## src/rtl/fbb_pkg.sv

```systemverilog
package fbb_pkg;
  typedef enum logic [1:0] {
    SEQ_IDLE  = 2'd0,
    SEQ_FILL  = 2'd1,
    SEQ_READ  = 2'd2,
    SEQ_WRITE = 2'd3
  } seq_state_e;

  localparam logic [1:0] ACC_WORD = 2'd2;
endpackage

```

## src/rtl/fbb_cmd_decode.sv

```systemverilog
module fbb_cmd_decode
  import fbb_pkg::*;
#(
  parameter int BUS_AW = 24,
  parameter int PIX_AW = 20,
  parameter int SRC_W  = 24,
  parameter int LEN_W  = 5,
  parameter int DW     = 32
) (
  input  logic              clk,
  input  logic              rst_n,
  input  logic              cmd_valid,
  output logic              cmd_ready,
  input  logic              cmd_write,
  input  logic [BUS_AW-1:0] cmd_addr,
  input  logic [DW-1:0]     cmd_wdata,
  input  logic [1:0]        cmd_size,
  input  logic              busy,
  output logic              start,
  output logic [PIX_AW-1:0] start_dst,
  output logic [SRC_W-1:0]  start_src,
  output logic [LEN_W-1:0]  start_len_m1,
  output logic [7:0]        colour,
  output logic              rsp_valid,
  output logic [DW-1:0]     rsp_data
);
  localparam int LEN_LSB = SRC_W;

  logic accept;
  logic word_wr;
  logic [7:0] colour_q;
  logic rsp_q;

  assign cmd_ready = !busy;
  assign accept    = cmd_valid && cmd_ready;
  assign word_wr   = accept && cmd_write && (cmd_size == ACC_WORD);
  assign start     = word_wr && cmd_addr[2];

  assign start_dst    = cmd_addr[PIX_AW+2:3];
  assign start_src    = cmd_wdata[SRC_W-1:0];
  assign start_len_m1 = cmd_wdata[LEN_LSB+LEN_W-1:LEN_LSB];

  always_ff @(posedge clk) begin
    if (!rst_n) begin
      colour_q <= 8'h00;
      rsp_q    <= 1'b0;
    end else begin
      if (word_wr && !cmd_addr[2]) colour_q <= cmd_wdata[7:0];
      rsp_q <= accept && !cmd_write;
    end
  end

  assign colour    = colour_q;
  assign rsp_valid = rsp_q;
  assign rsp_data  = '0;

  logic unused_bits;
  assign unused_bits = ^{cmd_wdata[DW-1:LEN_LSB+LEN_W], cmd_addr[1:0],
                         cmd_addr[BUS_AW-1:PIX_AW+3]};
endmodule

```

## src/rtl/fbb_run_seq.sv

```systemverilog
module fbb_run_seq
  import fbb_pkg::*;
#(
  parameter int PIX_AW = 20,
  parameter int SRC_W  = 24,
  parameter int LEN_W  = 5
) (
  input  logic              clk,
  input  logic              rst_n,
  input  logic              start,
  input  logic [PIX_AW-1:0] start_dst,
  input  logic [SRC_W-1:0]  start_src,
  input  logic [LEN_W-1:0]  start_len_m1,
  input  logic [7:0]        colour,
  output logic              mem_req,
  output logic              mem_we,
  output logic [PIX_AW-1:0] mem_addr,
  output logic [7:0]        mem_wdata,
  input  logic [7:0]        mem_rdata,
  output logic              busy,
  output logic              done
);
  localparam logic [SRC_W-1:0] FILL_CODE = {SRC_W{1'b1}};

  seq_state_e state_q;
  logic [PIX_AW-1:0] dst_q, src_q;
  logic [LEN_W-1:0]  len_q, idx_q;
  logic [7:0]        col_q;
  logic              done_q;
  logic [PIX_AW-1:0] idx_ext;
  logic              last_px;
  logic              wr_fire;

  assign idx_ext = {{(PIX_AW-LEN_W){1'b0}}, idx_q};
  assign last_px = (idx_q == len_q);
  assign wr_fire = (state_q == SEQ_FILL) || (state_q == SEQ_WRITE);

  always_ff @(posedge clk) begin
    if (!rst_n) begin
      state_q <= SEQ_IDLE;
      dst_q   <= '0;
      src_q   <= '0;
      len_q   <= '0;
      idx_q   <= '0;
      col_q   <= 8'h00;
      done_q  <= 1'b0;
    end else begin
      done_q <= 1'b0;
      unique case (state_q)
        SEQ_IDLE: begin
          if (start) begin
            dst_q   <= start_dst;
            src_q   <= start_src[PIX_AW-1:0];
            len_q   <= start_len_m1;
            col_q   <= colour;
            idx_q   <= '0;
            state_q <= (start_src == FILL_CODE) ? SEQ_FILL : SEQ_READ;
          end
        end
        SEQ_FILL: begin
          if (last_px) begin
            state_q <= SEQ_IDLE;
            done_q  <= 1'b1;
          end else begin
            idx_q <= idx_q + 1'b1;
          end
        end
        SEQ_READ: state_q <= SEQ_WRITE;
        SEQ_WRITE: begin
          if (last_px) begin
            state_q <= SEQ_IDLE;
            done_q  <= 1'b1;
          end else begin
            idx_q   <= idx_q + 1'b1;
            state_q <= SEQ_READ;
          end
        end
        default: state_q <= SEQ_IDLE;
      endcase
    end
  end

  always_comb begin
    mem_req   = (state_q != SEQ_IDLE);
    mem_we    = wr_fire;
    mem_addr  = (state_q == SEQ_READ) ? (src_q + idx_ext) : (dst_q + idx_ext);
    mem_wdata = (state_q == SEQ_FILL) ? col_q : mem_rdata;
  end

  assign busy = (state_q != SEQ_IDLE);
  assign done = done_q;

  logic unused_src;
  assign unused_src = ^start_src;
endmodule

```

## src/rtl/fb_runblit_top.sv

```systemverilog
module fb_runblit_top
  import fbb_pkg::*;
#(
  parameter int BUS_AW = 24,
  parameter int PIX_AW = 20,
  parameter int SRC_W  = 24,
  parameter int LEN_W  = 5,
  parameter int DW     = 32
) (
  input  logic              clk,
  input  logic              rst_n,
  input  logic              cmd_valid,
  output logic              cmd_ready,
  input  logic              cmd_write,
  input  logic [BUS_AW-1:0] cmd_addr,
  input  logic [DW-1:0]     cmd_wdata,
  input  logic [1:0]        cmd_size,
  output logic              rsp_valid,
  output logic [DW-1:0]     rsp_data,
  output logic              mem_req,
  output logic              mem_we,
  output logic [PIX_AW-1:0] mem_addr,
  output logic [7:0]        mem_wdata,
  input  logic [7:0]        mem_rdata,
  output logic              busy,
  output logic              done
);
  logic              start;
  logic [PIX_AW-1:0] start_dst;
  logic [SRC_W-1:0]  start_src;
  logic [LEN_W-1:0]  start_len_m1;
  logic [7:0]        colour;

  fbb_cmd_decode #(
    .BUS_AW(BUS_AW), .PIX_AW(PIX_AW), .SRC_W(SRC_W), .LEN_W(LEN_W), .DW(DW)
  ) dec_i (
    .clk(clk), .rst_n(rst_n), .cmd_valid(cmd_valid), .cmd_ready(cmd_ready),
    .cmd_write(cmd_write), .cmd_addr(cmd_addr), .cmd_wdata(cmd_wdata),
    .cmd_size(cmd_size), .busy(busy), .start(start), .start_dst(start_dst),
    .start_src(start_src), .start_len_m1(start_len_m1), .colour(colour),
    .rsp_valid(rsp_valid), .rsp_data(rsp_data)
  );

  fbb_run_seq #(
    .PIX_AW(PIX_AW), .SRC_W(SRC_W), .LEN_W(LEN_W)
  ) seq_i (
    .clk(clk), .rst_n(rst_n), .start(start), .start_dst(start_dst),
    .start_src(start_src), .start_len_m1(start_len_m1), .colour(colour),
    .mem_req(mem_req), .mem_we(mem_we), .mem_addr(mem_addr),
    .mem_wdata(mem_wdata), .mem_rdata(mem_rdata), .busy(busy), .done(done)
  );
endmodule

```

## config.mk

```make
export PLATFORM = sky130hd
export DESIGN_NAME = fb_runblit_top
export DESIGN_NICKNAME = d
export VERILOG_FILES = /design/src/rtl/fbb_pkg.sv /design/src/rtl/fbb_cmd_decode.sv /design/src/rtl/fbb_run_seq.sv /design/src/rtl/fb_runblit_top.sv
export SDC_FILE = /design/constraint.sdc
export NUM_CORES = 1
export LEC_CHECK = 0
export ABC_AREA = 1
export BUFFER_PORTS_ARGS = -buffer_cell sky130_fd_sc_hd__buf_2
export CAP_MARGIN = 0
export CORE_AREA = 10 10 106 108
export DETAILED_ROUTE_END_ITERATION = 16
export DIE_AREA = 0 0 116 118
export PLACE_DENSITY = 0.8
export SLEW_MARGIN = 20
export SYNTH_ARGS = -nofsm -noshare
export SYNTH_HDL_FRONTEND = slang
export SYNTH_SLANG_ARGS = --single-unit
```

## constraint.sdc

```tcl
create_clock -name clk -period 2.9 [get_ports clk]
set_clock_uncertainty 0.05 [all_clocks]
set_input_delay 0.435 -clock clk [delete_from_list [all_inputs] [get_ports clk]]
set_output_delay 0.435 -clock clk [all_outputs]
set_load 0.02 [all_outputs]
```

# == Word-level counts from Yosys, hierarchy flattened ==
# Cells that the tools add are included.
# word_totals
ff_bits,70
latchBits,0
ram_bits,0
romBits,0
input_bits,70
output_inout_bits,66
n_memories,0
# op_classes
add_sub_neg,3
multipliers,0
div_mod_pow,0
n_lt_le_gt_ge,0
eq_ne,9
n_shift,0
muxes,11
n_bitwise,0
n_reduce_logical,18
# ops
operator,n
$add 20x5->20,2
$eq 24x24->1 const B,1
$mux 20,1
$mux 5,2
$pmux 5 s2,1
$mux 2,4
$mux 8,1
$pmux 2 s4,1
$eq 2x2->1 const B,3
$logic_and 1x1->1,6
$reduce_and 2->1,3
$add 5x1->5 const B,1
$eq 5x5->1,1
$ne 2x2->1 const B,2
$reduce_bool 2->1,2
$logic_not 1->1,3
$reduce_and 3->1,1
$eq 2x1->1 const B,1
$logic_not 2->1,1
$ne 2x1->1 const B,1
$reduce_or 2->1,1
$logic_or 1x1->1,1
$mux 1,1

# == Logic depth before layout (Yosys ltp) ==
# Gate-level depths: netlist of run 1.
# logic_depth
ltp_word,8
depth_mapped,18
depth_no_buf,15

# == Cells and area by module ==
# From an unflattened synthesis of run 1, not the netlist that was laid out.
# hier_totals
hier_cells,698
hier_area_um2,4623.2
# by_module_without_submodules
mod,n_inst,cells_per_inst,area_each_um2,seq_area_each_um2
fbb_run_seq,1,556,3583.4,1221.2
fbb_cmd_decode,1,142,1039.7,180.2

# == Worst setup path after synthesis of run 1 ==
# Ideal clock, no wire load.
# synth_path
path_kind,register to output
start,register seq_i.state_q[0]
end,output port mem_addr[12]
arrival_time_ps,2429
required_time_ps,2415
path_slack_ps,-14
stages_incl_launch_ff,17
path_buffers,3
path_cell_list,dfxtp_1 buf_6 inv_8 nand2_4 buf_8 clkbuf_1 nand2_1 nand2_1 ha_1 fa_1 nand3_1 nand2_1 nand3_1 nand2_2 nand2_1 nor2_1 xor2_1
# synth_via
elab_chain_cells,2
# synth_rtl
item,line_no,rtl
start: declaration,fbb_run_seq.sv:25,seq_state_e state_q;
start signal: assignment,fbb_run_seq.sv:57,state_q <= (start_src == FILL_CODE) ? SEQ_FILL : SEQ_READ;
$eq 2x2->1,fbb_run_seq.sv:86,mem_addr = (state_q == SEQ_READ) ? (src_q + idx_ext) : (dst_q + idx_ext);
$mux 20,fbb_run_seq.sv:86,
end: declaration,fb_runblit_top.sv:22,"output logic [PIX_AW-1:0] mem_addr,"
# No other way between the ends.

# == Worst setup path in the final report of run 1 ==
# layout_path
start,register seq_i.state_q[0]
end,output port mem_addr[4]
# The elaborated chain is that of the path after synthesis.

==> results.toml, run 1 <==
[placed_design]
dpl.hpwl_microns = 8710
portBuffers = 97
gp_congestion = 0.882
place_area_sq_mm = 0.00443
place_ws_ns = 0.123

[worst_setup_path]
startpoint = "seq_i.state_q[0]$_SDFFE_PN0P_"
crit_arrival_ns = 2.33
crit_buf_inv = 5
startpoint_type = "register"
r2r_cells = 11
reg2reg_from = "seq_i.state_q[1]$_SDFFE_PN0P_"
crit_required_ns = 2.41
crit_path_frequent_cell = "buf_4"
r2r_setup_slack_ns = 0.62
cp-end-kind = "output pin"
crit_end = "mem_addr[4]"
path_max_fanout = 7
max_stage_delay_ns = 0.38
crit_chain = "inv_8, nand2_8, nand2_1, nand2_2, ha_4, fa_2, nand3_2, nand2_2, buf_4, buf_4, buf_4, xor2_1, buf_2"
crit_type = "reg -> out"
critical_path_depth = 13
path_delay_family = "buffers and inverters"
timing.rr.end = "seq_i.len_q[4]$_SDFFE_PN0P_"
cp_slowest_cell = "dfxtp_4"

[drt]
wl_microns = 11500
ant_nets = 0
route.detailed.drc = 0
drt_iter0_drc = 348
via_count = 4106
drt-pass1-iter-count = 7
routedWlPerCell_microns = 14.2
vias_per_cell = 5.05

[cts]
clock_latency_ns = 0.34
ctsHtreeMaxLevel = 3
cts_buffer_depth = 2
clk_pin_slew_ns = 0.07
numCtsBuffers = 9
cts_root_buf = "clkbuf_8"
cts_num_sinks = 70
cts_hold_buf = 0
tritoncts = "yes"

[floorplanning]
core-area_sq_mm = 0.00911
die_x_microns = 116
num_rows = 35
ios = 136
die-area_sq_mm = 0.0137
start_util_pct = 44.1
die_height_microns = 118

[final_layout]
diodes = 0
fill_cells = 856
regArea_sq_mm = 0.00141
multi_input_area_sq_mm = 0.00231
postLayoutCoreUtil_pct = 53.6
drive_above_1_share_pct = 26.2
fin_nets = 774
syn_to_final_growth_pct = 21.5
final_cell_area_sq_mm = 0.00488

[yosys]
yosysSeqAreaShare_pct = 34.9
yosys_warnings = 0
ys_top_cells_by_area = "dfxtp_1, nor2_1, nand2_1"
synth_flop_cell = "dfxtp_1"
synth_edf_count = 0
synth_cell_type_count = 34
ys_top_cells_by_count = "nor2_1, nand2_1, dfxtp_1, o21ai_0, inv_1"
synth_top_cell_area_share_pct = 34.9
syn-instance-count = 595
ys_ff_latch = 70
syn_avg_cell_area_sq_um = 6.75
async_flop_share_pct = 0
synth_area_leader_cell = "dfxtp_1"
yosysMostFrequentCell = "nor2_1"
syn-cell-area_sq_mm = 0.00402

[global_routing]
grt_usage_pct = 16.1
grt_overflow = 0
grt_pass1_vias = 3882
grt_max_degree = 70
grt_pass1_wl_microns = 18000
antenna_found_initial = 0

[sta]
layout_setup_ws_ns = 0.0802
final-hold-violation-count = 0
worst_pin_slew_ns = 0.960
fmaxAchievable_ghz = 0.355
fin_setup_tns_ns = 0
fin_crit_ns = 2.82
post-route-period-util_pct = 97.2
drv_slew = 0
setup_viol = 0
slew_headroom_pct = 36.0

[pwr]
cellLeakagePower_nw = 2.35
irDropWorstVdd_mv = 0.263
power.density_mw_per_mm2 = 467
p_total_mw = 2.28

[flow_run]
drv_cap = 0

[min_path]
hold_path.class = "in -> reg"

[status]
outcome = "complete, no violations"
## kinds of logic (layout without fill, tap and decap cells)
kind of cell	count (synthesis)	in the layout	share of synthesized area, %
flops	70	70	34.9
fa+ha+maj	7	7	2.37
compound gates	76	76	9.47
simple gates	326	326	35.7
buf+inv	99	175	14.0
other cells	1	32	0.0933
xor+xnor	15	15	3.27
mux	1	1	0.249
## per-layer routing
layer | up-vias | routed length [microns] | GRT usage, %
met3 | 26 | 948 | 3.57
met1 | 1890 | 4530 | 17.8
li1 | 2021 | - | -
met2 | 169 | 5790 | 28.6
met4 | 0 | 276 | 6.73
met5 | - | 0 | 0
## where the power goes
group,switching [mW],internal (mW)
clock network,0.381,0.401
registers,0.0369,0.994
logic,0.300,0.167
## flip-flops by register name, summed over array words and instances, names as in the netlist
signal and flops:
seq_i.idx_q 5, seq_i.state_q 2, dec_i.colour 8, seq_i.col_q 8, seq_i.done 1, seq_i.len_q 5, seq_i.src_q 20, dec_i.rsp_valid 1
seq_i.dst_q 20
## layout make-up
cell class,instances,area share (%)
Timing Repair Buffer,118,13.5
Clock buffer,10,2.61
Inverter,41,3.31
Sequential cell,70,28.9
Multi-Input combinational cell,457,47.4
Tap cell,111,2.84
Clock inverter,6,1.44
## through the flow
| step | hold WS, ns | instances |
|---|---|---|
| 6_report | 0.226 | 813 |
| 3_3_place_gp | 0.409 | 785 |
| 3_5_place_dp | 0.414 | 785 |
| 4_1_cts | 0.216 | 810 |
| 2_1_floorplan | 0.380 | 626 |
| 5_1_grt | 0.240 | 813 |
## what timing repair did
action / CTS / global route
setup endpoints to repair: 13 / 14
setup buffers: 9 / 3
pin swaps: 11 / 10
gates resized for setup: 24 / 18
## cells in the final DEF (no fill, tap or decap), drive strengths merged
cell / n
and2: 2
xor2: 12
nor3: 3
clkbuf: 10
nand4: 19
nand3: 24
ha: 6
conb: 32
dfxtp: 70
fa: 1
clkinv: 2
nand3b: 2
xnor2: 3
bufinv: 1
nor2: 140
clkinvlp: 3
buf: 118
o21ai: 63
nand2: 136
mux2i: 1
a21oi: 13
inv: 41
## how the worst min path moves through the flow
stage | startpoint | slack (ns) | endpoint | cells after the start
global route | cmd_write | 0.24 | dec_i.rsp_valid$_SDFF_PN0_ | 2
CTS | cmd_write | 0.22 | dec_i.rsp_valid$_SDFF_PN0_ | 2
global placement | seq_i.src_q[18]$_SDFFE_PN0P_ | 0.41 | seq_i.src_q[18]$_SDFFE_PN0P_ | 2
floorplan | seq_i.src_q[18]$_SDFFE_PN0P_ | 0.38 | seq_i.src_q[18]$_SDFFE_PN0P_ | 2
finish | cmd_write | 0.23 | dec_i.rsp_valid$_SDFF_PN0_ | 2
detailed placement | seq_i.len_q[2]$_SDFFE_PN0P_ | 0.41 | seq_i.len_q[2]$_SDFFE_PN0P_ | 2
(Power assumes the default switching activity.)
==> run 2, diff against run 1 <==
--- a/config.mk
+++ b/config.mk
@@ -8,10 +8,13 @@
 export ABC_AREA = 1
 export BUFFER_PORTS_ARGS = -buffer_cell sky130_fd_sc_hd__buf_2
 export CAP_MARGIN = 0
-export CORE_AREA = 10 10 106 108
+export CELL_PAD_IN_SITES_DETAIL_PLACEMENT = 1
+export CELL_PAD_IN_SITES_GLOBAL_PLACEMENT = 1
+export CORE_AREA = 10 10 119 121
 export DETAILED_ROUTE_END_ITERATION = 16
-export DIE_AREA = 0 0 116 118
-export PLACE_DENSITY = 0.8
+export DIE_AREA = 0 0 129 131
+export PLACE_DENSITY = 0.88
+export REMOVE_ABC_BUFFERS = 1
 export SLEW_MARGIN = 20
 export SYNTH_ARGS = -nofsm -noshare
 export SYNTH_HDL_FRONTEND = slang
==> run 2 against run 1 <==
Critical path type unchanged. Total power up 16%. Die area up 23%. Cell count up 3.7%. Largest cell class unchanged. Design area up 2.0%. Critical path depth unchanged. Global-route usage down 0.31 points. Sequential cell count unchanged. The flow now finishes with violations (setup timing). First-iteration DRC count down 37%. Setup slack worse by 0.15 ns. Clock power up 42%.
==> results.toml, run 2 (synthesis gave the netlist of run 1 again) <==
[global_routing]
antenna_found_initial = 1
grt_overflow = 0
grt_usage_pct = 15.8
grt_pass1_wl_microns = 21500
grt_max_degree = 70
grt_pass1_vias = 4433

[final_layout]
fin_nets = 767
syn_to_final_growth_pct = 24.0
drive_above_1_share_pct = 25.6
final_cells = 843
postLayoutCoreUtil_pct = 42.2
final_cell_mix = "nor2_1, nand2_1, buf_2, dfxtp_1, o21ai_0"
layout_commonest_cell = "nor2_1"
top_regs = "seq_i.dst_q: 20 flops, seq_i.src_q: 20 flops"

[status]
violations = "setup timing"
outcome = "finished, violations left"

[cts]
cts_num_sinks = 70
clk_pin_slew_ns = 0.06
numCtsBuffers = 9
cts_buffer_depth = 2
tritoncts = "yes"
ctsHtreeMaxLevel = 3
cts_root_buf = "clkbuf_16"
clock_latency_ns = 0.34

[placed_design]
gp_congestion = 0.880
dpl.hpwl_microns = 9990
portBuffers = 97
dp.cells = 821

[worst_setup_path]
crit_type = "reg -> out"
r2r_cells = 9
cp_slowest_cell = "dfxtp_4"
cp-end-kind = "output pin"
crit_arrival_ns = 2.48
crit_chain = "inv_8, nand2_8, nand2_1, nand2_2, ha_1, nand3_1, nand2_2, nand2_1, nand2_2, nand2_4, nor2_4, xor2_1, buf_4"
startpoint_type = "register"
path_max_fanout = 14
crit_required_ns = 2.41
max_stage_delay_ns = 0.37
crit_path_frequent_cell = "nand2_2"

[pwr]
cellLeakagePower_nw = 2.36
irDropWorstVdd_mv = 0.247
power.density_mw_per_mm2 = 530

[drt]
drt_iter0_drc = 219
routedWlPerCell_microns = 17.1
drt-pass1-iter-count = 4
wl_microns = 14400
ant_nets = 0
route.detailed.drc = 0
vias_per_cell = 4.92
via_count = 4150

[sta]
layout_setup_ws_ns = -0.0681
rsz0062_at_grt = "true"
post-route-period-util_pct = 102
fin_crit_ns = 2.97
fmaxAchievable_ghz = 0.337
final-hold-violation-count = 0
slew_headroom_pct = 30.5
worst_pin_slew_ns = 1.04
setup_viol = 1
drv_slew = 0

[min_path]
hold_path_depth = 2
hold_path.class = "in -> reg"

[floorplanning]
ios = 136
die_height_microns = 131
core-area_sq_mm = 0.0118
die_x_microns = 129
num_rows = 40
die-area_sq_mm = 0.0169
start_util_pct = 34.0

[flow_run]
drv_cap = 0
-- run 2: cell count changes in the layout (fill, tap and decap cells not counted), moves of 2 or more --
cell / before / now
nor2_4: 5 / 2
clkbuf_8: 9 / 0
buf_2: 93 / 88
buf_6: 2 / 0
nor2_1: 128 / 131
clkbuf_16: 0 / 9
nand2_1: 115 / 113
clkinv_2: 0 / 2
nand2_2: 16 / 18
-- run 2: cell type report --
class	instances	area, sq um
sequential	70	1410
multi-input combinational	457	2310
inverter	41	161
fill	1547	6830
clock buffer	9	225
timing repair buffer	111	613
clock inverter	7	72.6
antenna	1	2.50
tap	147	184
-- run 2: report_power, final --
group	internal (mW)	total, mW	leakage [nW]	switching, mW
sequential	0.995	1.04	0.568	0.0402
combinational	0.171	0.492	1.65	0.321
clock	0.667	1.11	0.142	0.446
-- run 2: path summary, 6_finish.rpt --
check | from | slack (ns) | to
worst max-delay path | seq_i.state_q[0]$_SDFFE_PN0P_ | -0.07 | mem_addr[11]
worst min-delay path | cmd_write | 0.22 | dec_i.rsp_valid$_SDFF_PN0_
worst min register to register | seq_i.src_q[18]$_SDFFE_PN0P_ | 0.41 | seq_i.src_q[18]$_SDFFE_PN0P_
worst max register to register | seq_i.state_q[0]$_SDFFE_PN0P_ | 0.84 | seq_i.dst_q[4]$_SDFFE_PN0P_
-- run 2: routing by layer --
layer / GRT usage [%] / part of all wire [%] / vias to the layer above / wire (microns)
met5: 0 / 0 / - / 0
met4: 7.83 / 2.7 / 0 / 395
met3: 3.34 / 5.7 / 31 / 829
met2: 29.3 / 53 / 114 / 7580
met1: 16.7 / 39 / 1991 / 5630
li1: - / - / 2014 / -
-- run 2: repair_timing --
item                                    4_1_cts  5_1_grt
pin swaps                                     5        9
cloned                                        0        0
hold buffers                                  0        0
buffers inserted                              0        5
gates resized for setup                      19       22
endpoints found under the setup margin       13       13
-- run 2: through the flow --
stage	worst slack, ns	power, mW	cell area [sq um]	hold WS (ns)	TNS (ns)
2_1_floorplan	-0.127	1.33	3730	0.379	-0.353
3_3_place_gp	0.268	1.48	4470	0.396	0
4_1_cts	0.00353	2.62	4840	0.218	0
3_5_place_dp	0.152	1.50	4470	0.403	0
6_report	-0.0681	2.64	4980	0.221	-0.0681
5_1_grt	-0.202	2.75	4980	0.234	-1.06
-- run 2: critical path, delay by kind of cell, from the launching register on --
kind | cells | cell delay, ns
simple gates | 9 | 0.93
fa+ha+maj | 1 | 0.29
flops | 1 | 0.37
buf+inv | 2 | 0.28
xor+xnor | 1 | 0.27
